$ cat config.mk
export PLATFORM = sky130hd
export DESIGN_NAME = fdc_perp_mode
export DESIGN_NICKNAME = d
export VERILOG_FILES = /design/src/rtl/fdc_perp_pkg.sv /design/src/rtl/fdc_perp_regs.sv /design/src/rtl/fdc_perp_decode.sv /design/src/rtl/fdc_perp_mode.sv
export SDC_FILE = /design/constraint.sdc
export NUM_CORES = 1
export LEC_CHECK = 0
export CORE_AREA = 2 2 54 56
export CTS_CLUSTER_DIAMETER = 80
export DETAILED_ROUTE_END_ITERATION = 6
export DIE_AREA = 0 0 56 58
export PLACE_DENSITY = 0.78
export SLEW_MARGIN = 20
export SYNTH_ARGS = -nofsm -noshare
export SYNTH_HDL_FRONTEND = slang
export SYNTH_SLANG_ARGS = --single-unit
$ cat constraint.sdc
create_clock -name clk -period 3.37 [get_ports clk]
set_input_delay 0.337 -clock clk [delete_from_list [all_inputs] [get_ports clk]]
set_output_delay 0.337 -clock clk [all_outputs]
set_load 0.005 [all_outputs]
$ cat src/rtl/fdc_perp_pkg.sv
package fdc_perp_pkg;
   typedef enum logic [1:0] {
      MODE_CONV = 2'd0,
      MODE_P500 = 2'd1,
      MODE_P1M  = 2'd2
   } perp_mode_e;

   localparam logic [1:0] RATE_500K = 2'b00;
   localparam logic [1:0] RATE_1M   = 2'b11;

   function automatic perp_mode_e global_mode(input logic wgate, input logic gap);
      case ({wgate, gap})
         2'b11:   return MODE_P1M;
         2'b10:   return MODE_P500;
         default: return MODE_CONV;
      endcase
   endfunction

   function automatic perp_mode_e rate_mode(input logic [1:0] rate);
      if (rate == RATE_1M)   return MODE_P1M;
      if (rate == RATE_500K) return MODE_P500;
      return MODE_CONV;
   endfunction
endpackage

$ cat src/rtl/fdc_perp_regs.sv
module fdc_perp_regs #(
   parameter int NUM_DRV   = 4,
   parameter int THR_W     = 4,
   parameter int PRE_W     = 8,
   parameter bit EFIFO_DEF = 1'b1
) (
   input  logic               clk,
   input  logic               hw_rst,
   input  logic               sw_rst,
   input  logic               cmd_we,
   input  logic               cmd_gap,
   input  logic               cmd_wgate,
   input  logic               cmd_ow,
   input  logic [NUM_DRV-1:0] cmd_drv,
   input  logic               lock_we,
   input  logic               lock_val,
   input  logic               cfg_we,
   input  logic               cfg_efifo,
   input  logic [THR_W-1:0]   cfg_thr,
   input  logic [PRE_W-1:0]   cfg_pre,
   output logic               gap_q,
   output logic               wgate_q,
   output logic [NUM_DRV-1:0] drv_q,
   output logic               lock_q,
   output logic               efifo_q,
   output logic [THR_W-1:0]   thr_q,
   output logic [PRE_W-1:0]   pre_q
);
   logic drv_load;
   logic cfg_restore;

   assign drv_load    = cmd_we & cmd_ow & ~sw_rst;
   assign cfg_restore = sw_rst & ~lock_q;

   always_ff @(posedge clk) begin
      if (hw_rst || sw_rst) begin
         gap_q   <= 1'b0;
         wgate_q <= 1'b0;
      end else if (cmd_we) begin
         gap_q   <= cmd_gap;
         wgate_q <= cmd_wgate;
      end
   end

   for (genvar i = 0; i < NUM_DRV; i++) begin : g_drv
      always_ff @(posedge clk) begin
         if (hw_rst)        drv_q[i] <= 1'b0;
         else if (drv_load) drv_q[i] <= cmd_drv[i];
      end
   end

   always_ff @(posedge clk) begin
      if (hw_rst)                   lock_q <= 1'b0;
      else if (lock_we && !sw_rst)  lock_q <= lock_val;
   end

   always_ff @(posedge clk) begin
      if (hw_rst || cfg_restore) begin
         efifo_q <= EFIFO_DEF;
         thr_q   <= '0;
         pre_q   <= '0;
      end else if (cfg_we && !sw_rst) begin
         efifo_q <= cfg_efifo;
         thr_q   <= cfg_thr;
         pre_q   <= cfg_pre;
      end
   end

   p_ow_hold_r5: assert property (@(posedge clk) disable iff (hw_rst)
      (cmd_we && !cmd_ow) |=> $stable(drv_q));
   p_sw_keep_r6: assert property (@(posedge clk) disable iff (hw_rst)
      sw_rst |=> ($stable(drv_q) && !gap_q && !wgate_q));
   p_hw_clear_r7: assert property (@(posedge clk)
      hw_rst |=> (drv_q == '0 && !lock_q && efifo_q == EFIFO_DEF && thr_q == '0 && pre_q == '0));
   p_lock_hold_r9: assert property (@(posedge clk) disable iff (hw_rst)
      (sw_rst && lock_q) |=> ($stable(efifo_q) && $stable(thr_q) && $stable(pre_q)));
endmodule

$ cat src/rtl/fdc_perp_decode.sv
module fdc_perp_decode
   import fdc_perp_pkg::*;
#(
   parameter int NUM_DRV   = 4,
   parameter int LEN_W     = 6,
   parameter int GAP2_STD  = 22,
   parameter int GAP2_LONG = 41,
   parameter int WR_500K   = 19,
   parameter int WR_1M     = 38,
   localparam int SEL_W    = (NUM_DRV > 1) ? $clog2(NUM_DRV) : 1
) (
   input  logic               clk,
   input  logic               hw_rst,
   input  logic               gap_q,
   input  logic               wgate_q,
   input  logic [NUM_DRV-1:0] drv_q,
   input  logic [SEL_W-1:0]   drv_sel,
   input  logic [1:0]         rate_sel,
   output logic               perp_o,
   output logic [LEN_W-1:0]   gap2_len_o,
   output logic [LEN_W-1:0]   gap2_wr_o,
   output logic               precomp_zero_o
);
   localparam logic [LEN_W-1:0] LEN_STD  = LEN_W'(GAP2_STD);
   localparam logic [LEN_W-1:0] LEN_LONG = LEN_W'(GAP2_LONG);
   localparam logic [LEN_W-1:0] CNT_500  = LEN_W'(WR_500K);
   localparam logic [LEN_W-1:0] CNT_1M   = LEN_W'(WR_1M);

   perp_mode_e g_mode, eff_mode;
   logic       drv_flag;

   assign drv_flag = (int'(drv_sel) < NUM_DRV) ? drv_q[drv_sel] : 1'b0;

   always_comb begin
      g_mode = global_mode(wgate_q, gap_q);
      if (!wgate_q && !gap_q && drv_flag) eff_mode = rate_mode(rate_sel);
      else                                eff_mode = g_mode;
   end

   always_ff @(posedge clk) begin
      if (hw_rst) begin
         perp_o         <= 1'b0;
         precomp_zero_o <= 1'b0;
         gap2_len_o     <= LEN_STD;
         gap2_wr_o      <= '0;
      end else begin
         perp_o         <= (eff_mode != MODE_CONV);
         precomp_zero_o <= (eff_mode == MODE_P500) || (eff_mode == MODE_P1M);
         gap2_len_o     <= (eff_mode == MODE_P1M) ? LEN_LONG : LEN_STD;
         case (eff_mode)
            MODE_P1M:  gap2_wr_o <= CNT_1M;
            MODE_P500: gap2_wr_o <= CNT_500;
            default:   gap2_wr_o <= '0;
         endcase
      end
   end

   p_reserved_conv_r1: assert property (@(posedge clk) disable iff (hw_rst)
      (gap_q && !wgate_q) |=> !perp_o);
   p_long_pair_r2: assert property (@(posedge clk) disable iff (hw_rst)
      (gap2_len_o == LEN_LONG) |-> (gap2_wr_o == CNT_1M));
   p_wr_zero_r3: assert property (@(posedge clk) disable iff (hw_rst)
      !perp_o |-> (gap2_wr_o == '0 && gap2_len_o == LEN_STD));
   p_pz_match_r8: assert property (@(posedge clk) disable iff (hw_rst)
      precomp_zero_o == perp_o);
   p_flag_ignored_r4: assert property (@(posedge clk) disable iff (hw_rst)
      (wgate_q && !gap_q) |=> (gap2_wr_o == CNT_500));
endmodule

$ cat src/rtl/fdc_perp_mode.sv
module fdc_perp_mode #(
   parameter int NUM_DRV   = 4,
   parameter int LEN_W     = 6,
   parameter int THR_W     = 4,
   parameter int PRE_W     = 8,
   parameter int GAP2_STD  = 22,
   parameter int GAP2_LONG = 41,
   parameter int WR_500K   = 19,
   parameter int WR_1M     = 38,
   parameter bit EFIFO_DEF = 1'b1,
   localparam int SEL_W    = (NUM_DRV > 1) ? $clog2(NUM_DRV) : 1
) (
   input  logic               clk,
   input  logic               hw_rst,
   input  logic               sw_rst,
   input  logic               cmd_we,
   input  logic               cmd_gap,
   input  logic               cmd_wgate,
   input  logic               cmd_ow,
   input  logic [NUM_DRV-1:0] cmd_drv,
   input  logic               lock_we,
   input  logic               lock_val,
   input  logic               cfg_we,
   input  logic               cfg_efifo,
   input  logic [THR_W-1:0]   cfg_fifothr,
   input  logic [PRE_W-1:0]   cfg_pretrk,
   input  logic [1:0]         rate_sel,
   input  logic [SEL_W-1:0]   drv_sel,
   output logic               perp_o,
   output logic [LEN_W-1:0]   gap2_len_o,
   output logic [LEN_W-1:0]   gap2_wr_o,
   output logic               precomp_zero_o,
   output logic               efifo_o,
   output logic [THR_W-1:0]   fifothr_o,
   output logic [PRE_W-1:0]   pretrk_o
);
   if (GAP2_LONG >= (1 << LEN_W) || GAP2_STD >= (1 << LEN_W)) begin : g_bad_len
      $error("LEN_W too narrow for the Gap2 lengths");
   end
   if (WR_1M > GAP2_LONG || WR_500K > GAP2_STD) begin : g_bad_cnt
      $error("written Gap2 count exceeds the Gap2 length");
   end
   if (NUM_DRV < 1) begin : g_bad_drv
      $error("NUM_DRV must be at least 1");
   end

   logic               gap_q, wgate_q, lock_q;
   logic [NUM_DRV-1:0] drv_q;

   fdc_perp_regs #(
      .NUM_DRV(NUM_DRV), .THR_W(THR_W), .PRE_W(PRE_W), .EFIFO_DEF(EFIFO_DEF)
   ) regs_i (
      .clk(clk), .hw_rst(hw_rst), .sw_rst(sw_rst),
      .cmd_we(cmd_we), .cmd_gap(cmd_gap), .cmd_wgate(cmd_wgate), .cmd_ow(cmd_ow),
      .cmd_drv(cmd_drv), .lock_we(lock_we), .lock_val(lock_val),
      .cfg_we(cfg_we), .cfg_efifo(cfg_efifo), .cfg_thr(cfg_fifothr), .cfg_pre(cfg_pretrk),
      .gap_q(gap_q), .wgate_q(wgate_q), .drv_q(drv_q), .lock_q(lock_q),
      .efifo_q(efifo_o), .thr_q(fifothr_o), .pre_q(pretrk_o)
   );

   fdc_perp_decode #(
      .NUM_DRV(NUM_DRV), .LEN_W(LEN_W), .GAP2_STD(GAP2_STD), .GAP2_LONG(GAP2_LONG),
      .WR_500K(WR_500K), .WR_1M(WR_1M)
   ) dec_i (
      .clk(clk), .hw_rst(hw_rst), .gap_q(gap_q), .wgate_q(wgate_q), .drv_q(drv_q),
      .drv_sel(drv_sel), .rate_sel(rate_sel),
      .perp_o(perp_o), .gap2_len_o(gap2_len_o), .gap2_wr_o(gap2_wr_o),
      .precomp_zero_o(precomp_zero_o)
   );
endmodule

**Yosys cells after proc, flatten, opt, wreduce, memory -nomap -nowiden**

Index checks and enable logic that the tools add are counted.

- Register bits after elaboration: 34
- Input port bits: 31
- Output and inout bits: 27
- Word-level logic and storage cells: 52

- Magnitude comparators: 1
- Eq/ne operators: 5
- Muxes and demuxes: 15
- Bitwise operators: 5
- Reduce and logical (&&, ||, !) cells: 12

Operators with widths:

| kind | number |
|---|---|
| $pmux W6 S2 | 1 |
| $mux W2 | 5 |
| $eq A2 B2 Y1 const B | 4 |
| $mux W1 | 6 |
| $mux W6 | 1 |
| $logic_and A1 B1 Y1 | 4 |
| $pmux W2 S2 | 1 |
| $and A1 B1 Y1 | 3 |
| $logic_not A1 Y1 | 3 |
| $logic_or A1 B1 Y1 | 3 |
| $lt A2 B3 Y1 const B | 1 |
| $bmux W1 S2 | 1 |
| $eq A2 B1 Y1 const B | 1 |
| $logic_not A2 Y1 | 1 |
| $not A1 Y1 | 2 |
| $reduce_bool A2 Y1 | 1 |

**Depth between registers and ports, before layout**

- Depth after elaboration: 11
- Depth in mapped cells: 5
- Gate-level depth less buffers: 5

**Hierarchy**

A second synthesis with hierarchy kept.

- Cells, all modules: 118
- Area total of the unflattened synthesis: 1239.9 um2

Modules (own cells, without submodules):

| module | times used | cells each | area each (um2) | seq. area each (um2) |
|---|---|---|---|---|
| fdc_perp_regs | 1 | 83 | 880.8 | 400.4 |
| fdc_perp_decode | 1 | 35 | 359.1 | 100.1 |

**Worst setup path before layout**

OpenSTA, ideal clock, no wires.

- Path kind: input port to flip-flop
- Start point: input drv_sel[1]
- End point: register dec_i.gap2_wr_o[1]
- Library setup time: 66 ps
- Arrival: 1388 ps
- Data required time: 3304 ps
- Slack: 1916 ps
- Stages: 5
- Path buffers: 0
- Cells stage by stage: mux4_2 nand4_1 and2_1 ha_1 nor2_1

- Word-level cells in the longest chain between the ends: 6
- Elaborated cells between the ends (all ways): 7
- Classes of those cells: eq/ne: 2; mux: 4; reduce/logical: 1

RTL lines:

| what | RTL line | text |
|---|---|---|
| from (decl) | fdc_perp_mode.sv:28 | `input logic [SEL_W-1:0] drv_sel,` |
| $bmux W1 S2 (*) | fdc_perp_decode.sv:32 | `assign drv_flag = (int'(drv_sel) < NUM_DRV) ? drv_q[drv_sel] : 1'b0;` |
| $mux W1 (not written as such) (*) | fdc_perp_decode.sv:32 |  |
| $logic_and A1 B1 Y1 (*) | fdc_perp_decode.sv:36 | `if (!wgate_q && !gap_q && drv_flag) eff_mode = rate_mode(rate_sel);` |
| $mux W2 (*) | fdc_perp_decode.sv:36 |  |
| $eq A2 B1 Y1 / $eq A2 B2 Y1 (equally long branches) | fdc_perp_decode.sv:50 | `case (eff_mode)` |
| $pmux W6 S2 (*) | fdc_perp_decode.sv:50 |  |
| to (signal assigned) | fdc_perp_decode.sv:51 | `MODE_P1M: gap2_wr_o <= CNT_1M;` |
| to (signal assigned) | fdc_perp_decode.sv:52 | `MODE_P500: gap2_wr_o <= CNT_500;` |
| to (signal assigned) | fdc_perp_decode.sv:53 | `default: gap2_wr_o <= '0;` |
| to (decl) | fdc_perp_decode.sv:21 | `output logic [LEN_W-1:0] gap2_wr_o,` |

Every way passes the cells marked *; elsewhere a longest branch is shown, timed or not. The select of a mux whose other input is x is not followed.
A chain may end at the register's enable or synchronous reset.

**Final worst setup path**

Same ends and word-level chain as after synthesis.

==> metrics.cfg <==
[status]
run_status = complete, no violations

[sta]
relSlewSlack = 0.417
hold_violations = 0
setup_viol = 0
whs_ps = 466
finalSetupTns_ps = 0
rsz0062_at_grt = false
timing.clock.skew_ps = 6.34
drv_slew = 0
period_minus_slack_ps = 1720
worst_pin_slew_ps = 872
period_share = 0.511
fmax_ghz = 0.581

[clocking]
cts_tree = built
clockRootBuffer = clkbuf_4
clk_pin_slew_ps = 130
htreeDepth = 1
clk-insertion-delay-late_ps = 310
clkSinkCount = 25
cts_hold_buf = 0
cts_resized = 0
numCtsBuffers = 3
cts_buffer_depth = 2
post_cts_buffers = 0

[worst_hold_path]
holdPathStages = 2
hold_path.class = register to register
min_from = regs_i.pre_q[0]

[global_route]
antenna_found_initial = 0
grt_max_degree = 14
grt-ovfl-total = 0
grt_pass1_wl_mm = 3.72
grt_pass1_vias = 891
grt.total_usage = 0.146

[worst_setup_path]
cp.required_ps = 3610
rr_startpoint = regs_i.drv_q[1]
crit_chain = clkdlybuf4s50_1, mux4_2, nand4_1, and2_1, ha_1, nor2_1
startpoint = drv_sel[1]
crit_path_start_kind = input port
worstRegToRegCells = 5
critPathKind = input port to register
cp_max_fo = 2
crit_arrival_ps = 1970
max_stage_delay_ps = 520
slowest_stage = mux4_2
end_kind = register

[cells_and_area]
area_growth_pct = 52.0
fin_nets = 200
final_cell_area_um2 = 1580
drive_gt1_frac = 0.0305
final_core_utilization = 0.592
diodes = 0
final-instance-count-excl-fill = 195

[die]
pin_count = 58
die-area_um2 = 3250
core_um2 = 2660
die_w_um = 56
initial_utilization = 0.390
fp-row-count = 19
die_h_um = 58

[synthesis]
syn_nets = 152
synth_cell_type_count = 21
seq_area_frac_synth = 0.483
postSynthCellCount = 117
netlist_area_um2 = 1040
synth_seq_cells = 25
synth_area_per_cell_um2 = 8.87
yosys_warnings = 0

[drt]
routed_wl_mm = 2.28
wl_per_cell_um = 11.7
drt_iter0_markers = 19
routed_via_density = 4.63
firstDrtPassIters = 4
vias = 902
drc = 0
final_antenna_net_count = 0

[pwr]
max-vdd-ir-drop_uv = 205
powerDensity_nw_per_um2 = 329
p_leak_nw = 0.609

[place]
post-dp-hpwl_mm = 1.80
gp_congestion = 0.666
dpl_cell_area_um2 = 1550
portBuffers = 56
placed_cells = 191

[job]
cap_violations = 0

## registers in the layout, summed over array words and instances (netlist names)
register          cells
regs_i.wgate_q        1
dec_i.gap2_wr_o       3
regs_i.efifo_q        1
regs_i.gap_q          1
regs_i.drv_q          4
regs_i.pre_q          8
dec_i.gap2_len_o      1
regs_i.lock_q         1
dec_i.perp_o          1
regs_i.thr_q          4
## stage by stage
stage / setup WS (ps) / power, W
final: 1650 / 0.000519
after global placement: 1380 / 0.000396
after global routing: 1530 / 0.000549
after detailed placement: 1310 / 0.000399
after floorplan: 1920 / 0.000346
after CTS: 1650 / 0.000528
## per-layer routing
layer,track usage,vias up,part of all wire
li1,-,462,-
met1,0.161,397,0.39
met2,0.274,39,0.52
met3,0.0268,4,0.068
met4,0.0612,0,0.015
met5,0,-,0
## final cells by class
cell class | instances | area [µm²]
fillers | 250 | 1090
repair buffers | 56 | 561
flip-flops and latches | 25 | 500
multi-input cells | 78 | 447
well taps | 31 | 38.8
clock buffers | 4 | 26.3
inverters | 1 | 3.75
## path summary, 6_finish.rpt
kind,endpoint,slack [ps]
worst min-delay path,regs_i.pre_q[0],470
worst max-delay path,dec_i.gap2_wr_o[1],1650
worst min register to register,regs_i.pre_q[0],470
worst max register to register,dec_i.gap2_wr_o[1],1850
## critical path: cells and delay by family
kind,cells,cell delay [ps]
simple gates,3,400
mux,1,520
buf+inv,1,480
fa+ha+maj,1,230
## layout by cell type (no fill, tap or decap)
cell type,netlist,final
clkdlybuf4s50_1,0,56
nand2_1,28,28
dfxtp_1,25,25
a21oi_1,12,12
nor2_1,10,10
mux2i_1,7,7
nor2b_1,4,4
ha_1,4,4
clkbuf_4,0,3
nand2b_1,2,2
nand3b_1,2,2
nor3_1,2,2
mux4_2,1,1
a21oi_2,1,1
or2_1,1,1
nand4_1,1,1
and2_1,1,1
inv_1,1,1
a21o_1,1,1
conb_1,1,1
clkbuf_1,1,1
## report_power, final
| part | leakage (nW) | switching, W | internal (W) |
|---|---|---|---|
| Sequential | 0.203 | 0.00000461 | 0.000304 |
| Clock | 0.0150 | 0.0000814 | 0.0000462 |
| Combinational | 0.391 | 0.0000291 | 0.0000534 |
| Total | 0.609 | 0.000115 | 0.000404 |
## synth_stat cells (all sizes together)
| cell type | count | area [µm²] |
|---|---|---|
| a21o | 1 | 7.51 |
| a21oi | 13 | 68.8 |
| and2 | 1 | 6.26 |
| buf | 12 | 82.6 |
| clkbuf | 1 | 3.75 |
| conb | 1 | 3.75 |
| dfxtp | 25 | 500 |
| ha | 4 | 50.1 |
| inv | 1 | 3.75 |
| mux2i | 7 | 70.1 |
| mux4 | 1 | 22.5 |
| nand2 | 28 | 105 |
| nand2b | 2 | 12.5 |
| nand3b | 2 | 15.0 |
| nand4 | 1 | 6.26 |
| nor2 | 10 | 37.5 |
| nor2b | 4 | 25.0 |
| nor3 | 2 | 10.0 |
| or2 | 1 | 6.26 |
## cell families (layout without fill, tap and decap cells)
family | Yosys count | after routing | share of synthesized area
flip-flops | 25 | 25 | 0.483
AND/OR/NAND/NOR | 51 | 51 | 0.216
other | 1 | 1 | 0.00362
AO/OA/AOI/OAI | 14 | 14 | 0.0736
buffers and inverters | 14 | 61 | 0.0868
adder cells (fa/ha/maj) | 4 | 4 | 0.0483
multiplexers | 8 | 8 | 0.0893
(Power assumes the default switching activity.)
